$ cat config.mk
export PLATFORM = sky130hd
export DESIGN_NAME = ipl_responder
export DESIGN_NICKNAME = d
export VERILOG_FILES = /design/src/rtl/ipl_pkg.sv /design/src/rtl/ipl_sync.sv /design/src/rtl/ipl_rise.sv /design/src/rtl/ipl_fsm.sv /design/src/rtl/ipl_responder.sv
export SDC_FILE = /design/constraint.sdc
export NUM_CORES = 1
export LEC_CHECK = 0
export ABC_AREA = 1
export BUFFER_PORTS_ARGS = -buffer_cell sky130_fd_sc_hd__buf_4
export CORE_AREA = 2 2 39 41
export CTS_CLUSTER_DIAMETER = 100
export DETAILED_ROUTE_END_ITERATION = 6
export DIE_AREA = 0 0 41 43
export PLACE_DENSITY = 0.65
export SYNTH_ARGS = -nofsm -noshare
export SYNTH_HDL_FRONTEND = slang
export SYNTH_HIERARCHICAL = 1
export SYNTH_SLANG_ARGS = --single-unit
$ cat constraint.sdc
create_clock -name clk -period 1.4 [get_ports clk]
set_clock_uncertainty 0.2 [all_clocks]
set_input_delay 0 -clock clk [delete_from_list [all_inputs] [get_ports clk]]
set_output_delay 0 -clock clk [all_outputs]
set_load 0.02 [all_outputs]
$ cat src/rtl/ipl_pkg.sv
// Package: shared types for the IPL responder.
// Assumes: one-hot decoding is not needed; states are binary encoded.
package ipl_pkg;

    typedef enum logic [2:0] {
        ST_IDLE = 3'd0,   // no sequence in progress
        ST_RST1 = 3'd1,   // first reset observed together with a request
        ST_ARM  = 3'd2,   // reset released, level condition being timed
        ST_TAG  = 3'd3,   // tag raised, waiting for the second reset
        ST_RST2 = 3'd4,   // second reset active, tag held
        ST_LOAD = 3'd5    // second reset ended, storage load enabled
    } ipl_state_e;

endpackage

$ cat src/rtl/ipl_sync.sv
// Module: multi-stage synchroniser, one chain per bit.
// Assumes: each bit is independent; the inputs change slowly relative to clk.
module ipl_sync #(
    parameter int WIDTH  = 1,
    parameter int STAGES = 2
) (
    input  logic             clk,
    input  logic             rst_n,
    input  logic [WIDTH-1:0] d_a,
    output logic [WIDTH-1:0] q_s
);
    localparam int LAST = STAGES - 1;

    logic [WIDTH-1:0] chain_q [STAGES];

    // Shift each bit through the synchroniser chain.
    always_ff @(posedge clk) begin
        if (!rst_n) begin
            for (int i = 0; i < STAGES; i++) chain_q[i] <= '0;
        end else begin
            chain_q[0] <= d_a;
            for (int i = 1; i < STAGES; i++) chain_q[i] <= chain_q[i-1];
        end
    end

    assign q_s = chain_q[LAST];
endmodule

$ cat src/rtl/ipl_rise.sv
// Module: rising-edge detector on an already synchronised level.
// Assumes: the input is synchronous to clk.
module ipl_rise (
    input  logic clk,
    input  logic rst_n,
    input  logic lvl_s,
    output logic rise
);
    logic lvl_d;

    // Remember last cycle's level.
    always_ff @(posedge clk) begin
        if (!rst_n) lvl_d <= 1'b0;
        else        lvl_d <= lvl_s;
    end

    assign rise = lvl_s & ~lvl_d;
endmodule

$ cat src/rtl/ipl_fsm.sv
// Module: sequence state machine for the IPL responder.
// Assumes: synchronised inputs; the tag is decided by levels only, and
// initiate plus reset together always restarts the sequence.
module ipl_fsm
    import ipl_pkg::*;
#(
    parameter int TAG_DELAY = 2
) (
    input  logic clk,
    input  logic rst_n,
    input  logic init_s,
    input  logic own_s,
    input  logic srst_s,
    input  logic srst_rise,
    output logic tag,
    output logic cs_en,
    output logic rfunc
);
    localparam int CW = (TAG_DELAY > 1) ? $clog2(TAG_DELAY) : 1;
    localparam logic [CW-1:0] CNT_LAST = CW'(TAG_DELAY - 1);

    ipl_state_e state_q, state_d;
    logic [CW-1:0] cnt_q;
    logic          rfunc_q;
    logic          arm_ok;

    assign arm_ok = init_s & own_s & ~srst_s;

    // Next-state selection.
    always_comb begin
        state_d = state_q;
        if (init_s && srst_s) begin
            state_d = ST_RST1;
        end else begin
            unique case (state_q)
                ST_IDLE: state_d = ST_IDLE;
                ST_RST1: begin
                    if (!srst_s) begin
                        if (!init_s)    state_d = ST_IDLE;
                        else if (own_s) state_d = ST_ARM;
                    end
                end
                ST_ARM: begin
                    if (!arm_ok)               state_d = ST_IDLE;
                    else if (cnt_q == CNT_LAST) state_d = ST_TAG;
                end
                ST_TAG:  if (srst_s)  state_d = ST_RST2;
                ST_RST2: if (!srst_s) state_d = ST_LOAD;
                ST_LOAD: state_d = ST_LOAD;
                default: state_d = ST_IDLE;
            endcase
        end
    end

    // State register.
    always_ff @(posedge clk) begin
        if (!rst_n) state_q <= ST_IDLE;
        else        state_q <= state_d;
    end

    // Delay counter that times the level condition while armed.
    always_ff @(posedge clk) begin
        if (!rst_n)                                      cnt_q <= '0;
        else if (state_q == ST_ARM && state_d == ST_ARM) cnt_q <= cnt_q + 1'b1;
        else                                             cnt_q <= '0;
    end

    // Reset-functions pulse on every reset edge except the second reset.
    always_ff @(posedge clk) begin
        if (!rst_n) rfunc_q <= 1'b0;
        else        rfunc_q <= srst_rise && (state_q != ST_TAG);
    end

    assign tag   = (state_q == ST_TAG) || (state_q == ST_RST2) || (state_q == ST_LOAD);
    assign cs_en = (state_q == ST_LOAD);
    assign rfunc = rfunc_q;
endmodule

$ cat src/rtl/ipl_responder.sv
// Module: top of the IPL source responder.
// Assumes: strap_alt is static; channel lines are asynchronous and skewed.
module ipl_responder #(
    parameter int SYNC_STAGES = 2,
    parameter int TAG_DELAY   = 2
) (
    input  logic       clk,
    input  logic       rst_n,
    input  logic       init_ipl_a,
    input  logic [1:0] status_a,
    input  logic       sys_rst_a,
    input  logic       strap_alt,
    output logic       ipl_tag,
    output logic       rst_func,
    output logic       cs_enable
);
    localparam int NIN = 4;

    logic [NIN-1:0] raw_a, raw_s;
    logic           ii_s, sr_s, own_s, sr_rise;
    logic [1:0]     st_s;

    assign raw_a = {sys_rst_a, status_a, init_ipl_a};

    ipl_sync #(.WIDTH(NIN), .STAGES(SYNC_STAGES)) u_sync (
        .clk(clk), .rst_n(rst_n), .d_a(raw_a), .q_s(raw_s)
    );

    assign ii_s  = raw_s[0];
    assign st_s  = raw_s[2:1];
    assign sr_s  = raw_s[3];
    assign own_s = strap_alt ? st_s[1] : st_s[0];

    ipl_rise u_rise (
        .clk(clk), .rst_n(rst_n), .lvl_s(sr_s), .rise(sr_rise)
    );

    ipl_fsm #(.TAG_DELAY(TAG_DELAY)) u_fsm (
        .clk(clk), .rst_n(rst_n), .init_s(ii_s), .own_s(own_s),
        .srst_s(sr_s), .srst_rise(sr_rise),
        .tag(ipl_tag), .cs_en(cs_enable), .rfunc(rst_func)
    );
endmodule

==> metrics.yaml, run 1 <==
ant_nets: 0
nNetsFinal: 113
clkTransAtPathRegs_ps: 80
synth_common_cells: "29 x nand2_1, 22 x inv_1, 14 x dfxtp_1"
pre_cts_ws_ps: 207
worstPathRequired_ps: 1380
syn_to_final_growth_pct: 32.3
p_sw_uw: 152
yosysSeqAreaShare_pct: 47.6
clkPwrFrac_pct: 37.0
die_w_um: 41
endpoint_kind: "flop"
yosysMostFrequentCell: "nand2_1"
pwr-share-comb_pct: 8.2
cts_buffer_depth: 2
cts.sink_count: 14
cap_violations: 0
fmax_mhz: 751
finalHoldViolCount: 1
cts_tree: "yes"
syn_nets: 94
overflow: 0
finalMaxSlewViolations: 0
peakVddDrop_uv: 500
core_um2: 1380
cp_max_fo: 1
layout_min_cycle_time_ps: 1330
pin_count: 10
grt_max_degree: 13
routed_wl_um: 968
synth-edff-count: 0
powerDensity_nw_per_um2: 972
ys.flop_type: "dfxtp_1"
swShare_pct: 20.0
vias: 519
power.internal_uw: 606
p_leak_uw: 0.000475
rows: 14
synth_top_cells_by_area: "dfxtp_1 48%, nand2_1 18%, inv_1 14%"
hold_ws_ps: -26.5
grtUsageTotal_pct: 15.4
dpl.hpwl_um: 653
worst_slack_ps: 68.4
worst_slew_pin_slew_ps: 231
drt_iter0_drc: 3
async_reset_ff_share_pct: 0
cts_buffers: 3
drc_errors: 0
insertion_delay_ps: 270
fin_crit_sh_pct: 95.1
antennaDiodeCount: 0
ys.warnings.count: 6
yosysTopAreaCell: "dfxtp_1"
portBuffers: 9
clock_tree.htree_level_count: 1
tns_ps: 0
viasPerCell: 4.29
start_util_pct: 42.6
seqPwrFrac_pct: 54.8
cp-start-kind: "primary input"
wire_per_inst_um: 8.00
root_buffer: "clkbuf_4"
antenna_found_initial: 0
status: "finished with violations"
dieArea_um2: 1760
place_congestion: 0.704
yosysUniqueCellTypes: 12
grt_pass1_wl_mm: 1.75
grt_pass1_vias: 450
drive_gt1_share_pct: 15.2
path_class: "in -> reg"
syn-cell-area_um2: 589
fillers: 134
worstPathArrival_ps: 1310
slew_headroom_pct: 84.5
avgSynthCellArea_um2: 6.77
netlist_instances: 87
synth-seq-cells: 14
die_y_um: 43
synth.top_cell.area_share_pct: 47.6
setup_violations: 0
grt_setup_unrepaired: "false"
violations: "negative hold slack"
hold_path.class: "in -> reg"
dr.pass1.iters: 4
state kept, by name (all words and copies together) (netlist names):
name,cells
u_fsm/rfunc,1
u_rise/lvl_d,1
u_fsm/state_q,3
u_fsm/cnt_q,1
u_sync/chain_q,8
cell families (layout without fill, tap and decap cells):
group	Yosys count	in the layout	synth area share, %
DFF	14	14	47.6
buffers and inverters	27	45	20.0
AOI/OAI and AO/OA	1	1	0.848
and+or+nand+nor	45	45	31.6
per-stage QoR:
stage,util (%),hold WS (ps),power (µW),instances,cell area [µm²]
after CTS,55.5,98.5,765,120,768
after floorplan,-,-102,451,87,589
after global routing,56.3,16.8,799,121,779
after global placement,46.4,-20.0,463,107,642
final,56.3,-26.5,758,121,779
after detailed placement,46.4,-15.3,464,107,642
cell type report:
cell class              instances  area (µm²)  area share, %
flip-flops and latches         14         280           36.0
multi-input cells              46         191           24.6
repair buffers                 19         169           21.7
inverters                      22        82.6           10.6
clock buffers                   4        36.3           4.65
well taps                      16        20.0           2.57
routing by layer:
layer  global-route usage, %  routed length (µm)
met1                    14.7                 363
met2                    25.3                 554
met3                    4.71                  39
met4                    12.0                  10
met5                       0                   0
power groups by stage:
stage | logic (µW) | registers (µW) | clock network (µW)
2_1_floorplan | 27.7 | 423 | 0
5_1_grt | 71.4 | 417 | 311
3_3_place_gp | 38.3 | 425 | 0
4_1_cts | 59.1 | 415 | 290
6_report | 62.3 | 416 | 280
3_5_place_dp | 39.5 | 425 | 0
path summary, 6_finish.rpt:
check                                        from                               to  slack [ps]  cells past startpoint
hold / removal                              rst_n          u_rise/lvl_d$_SDFF_PN0_         -30                      4
hold reg to reg   u_sync/chain_q[0][0]$_SDFF_PN0_  u_sync/chain_q[0][4]$_SDFF_PN0_         220                      2
setup reg to reg  u_sync/chain_q[0][7]$_SDFF_PN0_      u_fsm/state_q[0]$_SDFF_PN0_         200                      7
setup / recovery                       init_ipl_a  u_sync/chain_q[0][0]$_SDFF_PN0_          70                      5
worst max-delay path: stages:
cell	delay [ps]
dlygate4sd3_1	530
buf_4	130
nand2_1	60
dlygate4sd3_1	550
inv_1	40
layout by cell type, fill, tap and decap left out, drive strengths merged:
master / count
nand3: 5
dlygate4sd3: 8
nand2: 29
nor3: 1
dfxtp: 14
clkbuf: 4
o21ai: 1
buf: 10
nor2: 9
nand4: 1
dlymetal6s4s: 1
inv: 22
what timing repair did:
item / CTS / global route
gates resized for setup: 0 / 2
setup endpoints to repair: 0 / 4
buffers inserted: 0 / 0
hold endpoints to repair: 14 / 0
hold buffers: 9 / 0
Note: power is estimated with default switching activity, not from simulation.
==> run 2, diff against run 1 <==
- RECOVER_POWER: not set -> 100
==> metrics.yaml, run 2 (same netlist as run 1, synthesis figures left out) <==
status: "finished with violations"
violations: "negative hold slack"
grt_max_degree: 13  # unchanged
cts_buffer_depth: 2  # unchanged
layout_min_cycle_time_ps: 1330  # -0.715 ps
dr.pass1.iters: 4  # unchanged
cap_violations: 0  # unchanged
place_congestion: 0.704  # unchanged
pre_cts_ws_ps: 207  # unchanged
clock_tree.htree_level_count: 1  # unchanged
endpoint_kind: "flop"
clkTransAtPathRegs_ps: 80  # about the same
worstPathArrival_ps: 1310  # about the same
cts_buffers: 3  # unchanged
setup_violations: 0  # unchanged
cts.sink_count: 14  # unchanged
cp-start-kind: "primary input"
slew_headroom_pct: 84.5  # about the same
viasPerCell: 4.29  # unchanged
antenna_found_initial: 0  # unchanged
power.internal_uw: 605  # -0.20%
drc_errors: 0  # unchanged
rows: 14  # unchanged
tns_ps: 0  # unchanged
grt_pass1_wl_mm: 1.75  # unchanged
finalMaxSlewViolations: 0  # unchanged
seqPwrFrac_pct: 54.9  # about the same
drt_iter0_drc: 3  # unchanged
wire_per_inst_um: 8.01  # +0.10%
hold_ws_ps: -26.4  # +0.0518 ps
dieArea_um2: 1760  # unchanged
p_sw_uw: 151  # -0.33%
pwr-share-comb_pct: 8.0  # -0.2 points
antennaDiodeCount: 0  # unchanged
largest_reg_flops: 8  # unchanged
peakVddDrop_uv: 500  # -0.15%
worst_slack_ps: 69.1  # +0.715 ps
dpl.hpwl_um: 653  # unchanged
vias: 519  # unchanged
pin_count: 10  # unchanged
max_flop_register: "u_sync/chain_q"
clkPwrFrac_pct: 37.0  # about the same
top_regs: "u_sync/chain_q: 8 flops, u_fsm/state_q: 3 flops"
die_y_um: 43  # unchanged
syn_to_final_growth_pct: 30.4
grt_setup_unrepaired: "false"
root_buffer: "clkbuf_4"
die_w_um: 41  # unchanged
dp.cells: 107  # unchanged
fin_crit_sh_pct: 95.1  # about the same
nNetsFinal: 113  # unchanged
insertion_delay_ps: 270  # about the same
start_util_pct: 42.6  # unchanged
worstPathRequired_ps: 1380  # about the same
fillers: 138  # +3.0%
grtUsageTotal_pct: 15.4  # unchanged
swShare_pct: 20.0  # -0.021 points
grt_pass1_vias: 450  # unchanged
final_cell_mix: "29 x nand2_1, 22 x inv_1, 14 x dfxtp_1"
portBuffers: 9  # unchanged
finalHoldViolCount: 1  # unchanged
post_cts_buffers: 0  # unchanged
path_class: "in -> reg"
cp_max_fo: 1  # unchanged
worst_slew_pin_slew_ps: 231  # -0.768 ps
drive_gt1_share_pct: 13.3  # -1.9 points
core_um2: 1380  # unchanged
p_leak_uw: 0.000463  # -2.7%
cts_tree: "yes"
powerDensity_nw_per_um2: 985  # +1.2%
hold_path.class: "in -> reg"
ant_nets: 0  # unchanged
routed_wl_um: 969  # +0.10%
final_common_cell: "nand2_1"
overflow: 0  # unchanged
fmax_mhz: 751  # about the same
stdcell_count: 121  # unchanged
run 2: cell types whose count changed in the layout (fill, tap and decap cells not counted), sizes merged:
cell,previous run,this run
buf,10,4
clkbuf,4,10
run 2: per-stage QoR:
step                      total power (µW)  utilization, %  hold slack [ps]  area (µm²)
after floorplan                        451               -             -102         589
after global placement                 463            46.4            -20.0         642
after detailed placement               464            46.4            -15.3         642
after CTS                              765            55.5             98.5         768
after global routing                   798            55.5             16.8         768
final                                  756            55.5            -26.4         768
run 2: what timing repair did:
| action | in CTS | in global routing |
|---|---|---|
| hold buffers | 9 | 0 |
| hold endpoints to repair | 14 | 0 |
| resized for setup | 0 | 2 |
| endpoints found under the setup margin | 0 | 4 |
run 2: worst paths after layout:
check	from	to	slack, ps	cells after the start
worst max register to register	u_sync/chain_q[0][7]$_SDFF_PN0_	u_fsm/state_q[0]$_SDFF_PN0_	200	7
worst max-delay path	init_ipl_a	u_sync/chain_q[0][0]$_SDFF_PN0_	70	5
worst min-delay path	rst_n	u_rise/lvl_d$_SDFF_PN0_	-30	4
worst min register to register	u_sync/chain_q[0][0]$_SDFF_PN0_	u_sync/chain_q[0][4]$_SDFF_PN0_	220	2
run 2: layout make-up:
| cell class | count | area [µm²] | area share [%] |
|---|---|---|---|
| sequential | 14 | 280 | 36.5 |
| multi-input combinational | 46 | 186 | 24.3 |
| clock buffer | 4 | 36.3 | 4.72 |
| timing repair buffer | 19 | 163 | 21.2 |
| inverter | 22 | 82.6 | 10.7 |
| tap | 16 | 20.0 | 2.61 |
run 2: metal layers:
metal / vias to the layer above / global-route usage, % / routed length [µm]
li1: 278 / - / -
met2: 9 / 25.3 / 551
met3: 2 / 4.71 / 39
met4: 0 / 12.0 / 10
met1: 230 / 14.7 / 367
met5: - / 0 / 0
run 2: worst max-delay path, stage by stage:
cell	delay, ps
dlygate4sd3_1	530
clkbuf_4	130
nand2_1	60
dlygate4sd3_1	550
inv_1	40
run 2: power by group through the flow:
| stage | logic [µW] | registers (µW) | clock network [µW] |
|---|---|---|---|
| detailed placement | 39.5 | 425 | 0 |
| global placement | 38.3 | 425 | 0 |
| finish | 60.9 | 415 | 280 |
| global route | 70.1 | 417 | 311 |
| floorplan | 27.7 | 423 | 0 |
| CTS | 59.1 | 415 | 290 |
==> run 3, diff against run 2 <==
- BUFFER_PORTS_ARGS: -buffer_cell sky130_fd_sc_hd__buf_4 -> not set
- DONT_BUFFER_PORTS: not set -> 1
- PLACE_DENSITY: 0.65 -> 0.58
==> metrics.yaml, run 3 (same netlist as run 1, synthesis figures left out) <==
status: "finished clean"
min_from: "status_a[1]"
wire_per_inst_um: 8.04  # +0.36%
multi_input_area_um2: 186  # unchanged
cts.sink_count: 14  # unchanged
register_area_um2: 280  # unchanged
utilization_pct: 48.6  # -6.9 points
total_power_uw: 741  # -2.1%
dr.pass1.iters: 4  # unchanged
start_util_pct: 42.6  # unchanged
grt_max_degree: 13  # unchanged
routed_wl_um: 876  # -9.6%
vias: 472  # -9.1%
swShare_pct: 20.7  # +0.67 points
placed_cell_area_um2: 582  # -9.4%
top_regs: "u_sync/chain_q: 8 flops, u_fsm/state_q: 3 flops"
grt_pass1_vias: 391  # -13%
cts_tree: "yes"
core_um2: 1380  # unchanged
place_congestion: 0.682  # -3.2%
powerDensity_nw_per_um2: 1100  # +12%
hold_ws_ps: 155  # +181 ps
slew_headroom_pct: 74.2  # -10 points
holdPathStages: 3  # -1
p_sw_uw: 153  # +1.2%
nNetsFinal: 101  # -11%
ff2ff_setup_slack_ps: 190  # about the same
grtUsageTotal_pct: 12.1  # -3.4 points
drt_iter0_drc: 6  # +3
finalMaxSlewViolations: 0  # unchanged
hold_end: "u_sync/chain_q[0][2]$_SDFF_PN0_"
worstPathArrival_ps: 1070  # -240 ps
seqPwrFrac_pct: 56.2  # +1.3 points
power.internal_uw: 588  # -2.9%
overflow: 0  # unchanged
portBuffers: 0  # -9
root_buffer: "clkbuf_4"
clkPwrFrac_pct: 38.8  # +1.8 points
r2r_end: "u_fsm/cnt_q$_SDFF_PN0_"
pwr-share-comb_pct: 5.0  # -3.0 points
finalHoldViolCount: 0  # -1
p_leak_uw: 0.000408  # -12%
worst_slew_pin_slew_ps: 385  # +155 ps
cts_buffers: 3  # unchanged
timing.rr.start: "u_fsm/state_q[0]$_SDFF_PN0_"
die_w_um: 41  # unchanged
ant_nets: 0  # unchanged
clkTransAtPathRegs_ps: 80  # about the same
insertion_delay_ps: 280  # about the same
cp-start-kind: "flop"
fin_crit_sh_pct: 90.6  # -4.5 points
busiest_layer: "met2"
cts_resized: 0  # unchanged
peakVddDrop_uv: 581  # +16%
final_cell_mix: "29 x nand2_1, 22 x inv_1, 14 x dfxtp_1"
grt_util_met1_pct: 11.3  # -3.4 points
cts_hold_buf: 6  # -3
endpoint_kind: "output port"
cp_max_fo: 4  # +3
antennaDiodeCount: 0  # unchanged
rr_worst_depth: 6  # -1
grt_setup_unrepaired: "false"
layout_min_cycle_time_ps: 1270  # -63.1 ps
post_cts_buffers: 0  # unchanged
path_class: "reg -> out"
viasPerCell: 4.33  # +0.96%
worstPathRequired_ps: 1200  # -180 ps
tns_ps: 0  # unchanged
max_flop_register: "u_sync/chain_q"
hold_path.class: "in -> reg"
rows: 14  # unchanged
cts_buffer_depth: 2  # unchanged
fmax_mhz: 789  # +5.0%
final_common_cell: "nand2_1"
dpl.hpwl_um: 622  # -4.7%
largest_reg_flops: 8  # unchanged
grt_use_met2_pct: 20.0  # -5.3 points
drc_errors: 0  # unchanged
startpoint: "u_fsm/state_q[0]$_SDFF_PN0_"
fillers: 148  # +7.2%
antenna_found_initial: 0  # unchanged
final_cell_area_um2: 673  # -12%
gr-usage-met3_pct: 4.71  # unchanged
dieArea_um2: 1760  # unchanged
cap_violations: 0  # unchanged
clock_tree.htree_level_count: 1  # unchanged
drive_gt1_share_pct: 6.45  # -6.9 points
setup_violations: 0  # unchanged
pin_count: 10  # unchanged
grt_pass1_wl_mm: 1.37  # -22%
die_y_um: 43  # unchanged
syn_to_final_growth_pct: 14.2
run 3: cell types whose count changed in the layout (fill, tap and decap cells not counted), sizes merged:
cell          before  now
buf                4    1
dlymetal6s4s       1    0
clkbuf            10    4
dlygate4sd3        8    6
run 3: power by group through the flow:
| stage | clock network [µW] | registers [µW] | logic, µW |
|---|---|---|---|
| after CTS | 297 | 417 | 37.2 |
| after detailed placement | 0 | 426 | 19.4 |
| after global placement | 0 | 426 | 19.0 |
| after global routing | 316 | 418 | 41.8 |
| after floorplan | 0 | 423 | 27.7 |
| final | 287 | 417 | 37.0 |
run 3: metrics by stage:
step           std cells  setup slack, ps
2_1_floorplan         87              237
3_3_place_gp          99              201
3_5_place_dp          99              208
4_1_cts              109              106
5_1_grt              109             38.4
6_report             109              132
run 3: layout make-up:
class	count	area share (%)
sequential	14	41.6
clock buffer	4	5.39
inverter	22	12.3
timing repair buffer	7	10.0
tap	16	2.97
multi-input combinational	46	27.7
run 3: worst max-delay path by stage:
stage	to	slack, ps	depth (start not counted)
3_5_place_dp	u_fsm/state_q[0]$_SDFF_PN0_	210	7
2_1_floorplan	u_fsm/cnt_q$_SDFF_PN0_	240	9
4_1_cts	ipl_tag	110	5
6_report	ipl_tag	130	5
3_3_place_gp	u_fsm/state_q[0]$_SDFF_PN0_	200	7
5_1_grt	ipl_tag	40	5
run 3: critical path: stages (launching register included):
cell and delay, ps:
dfxtp_1 380, nand2_1 70, inv_1 60, nand2_1 70
nand2_1 80, buf_4 140
run 3: per-layer routing:
metal	vias to the layer above	share of wire, %
met2	11	50
li1	254	-
met1	205	45
met4	0	1.5
met3	2	4.0
met5	-	0
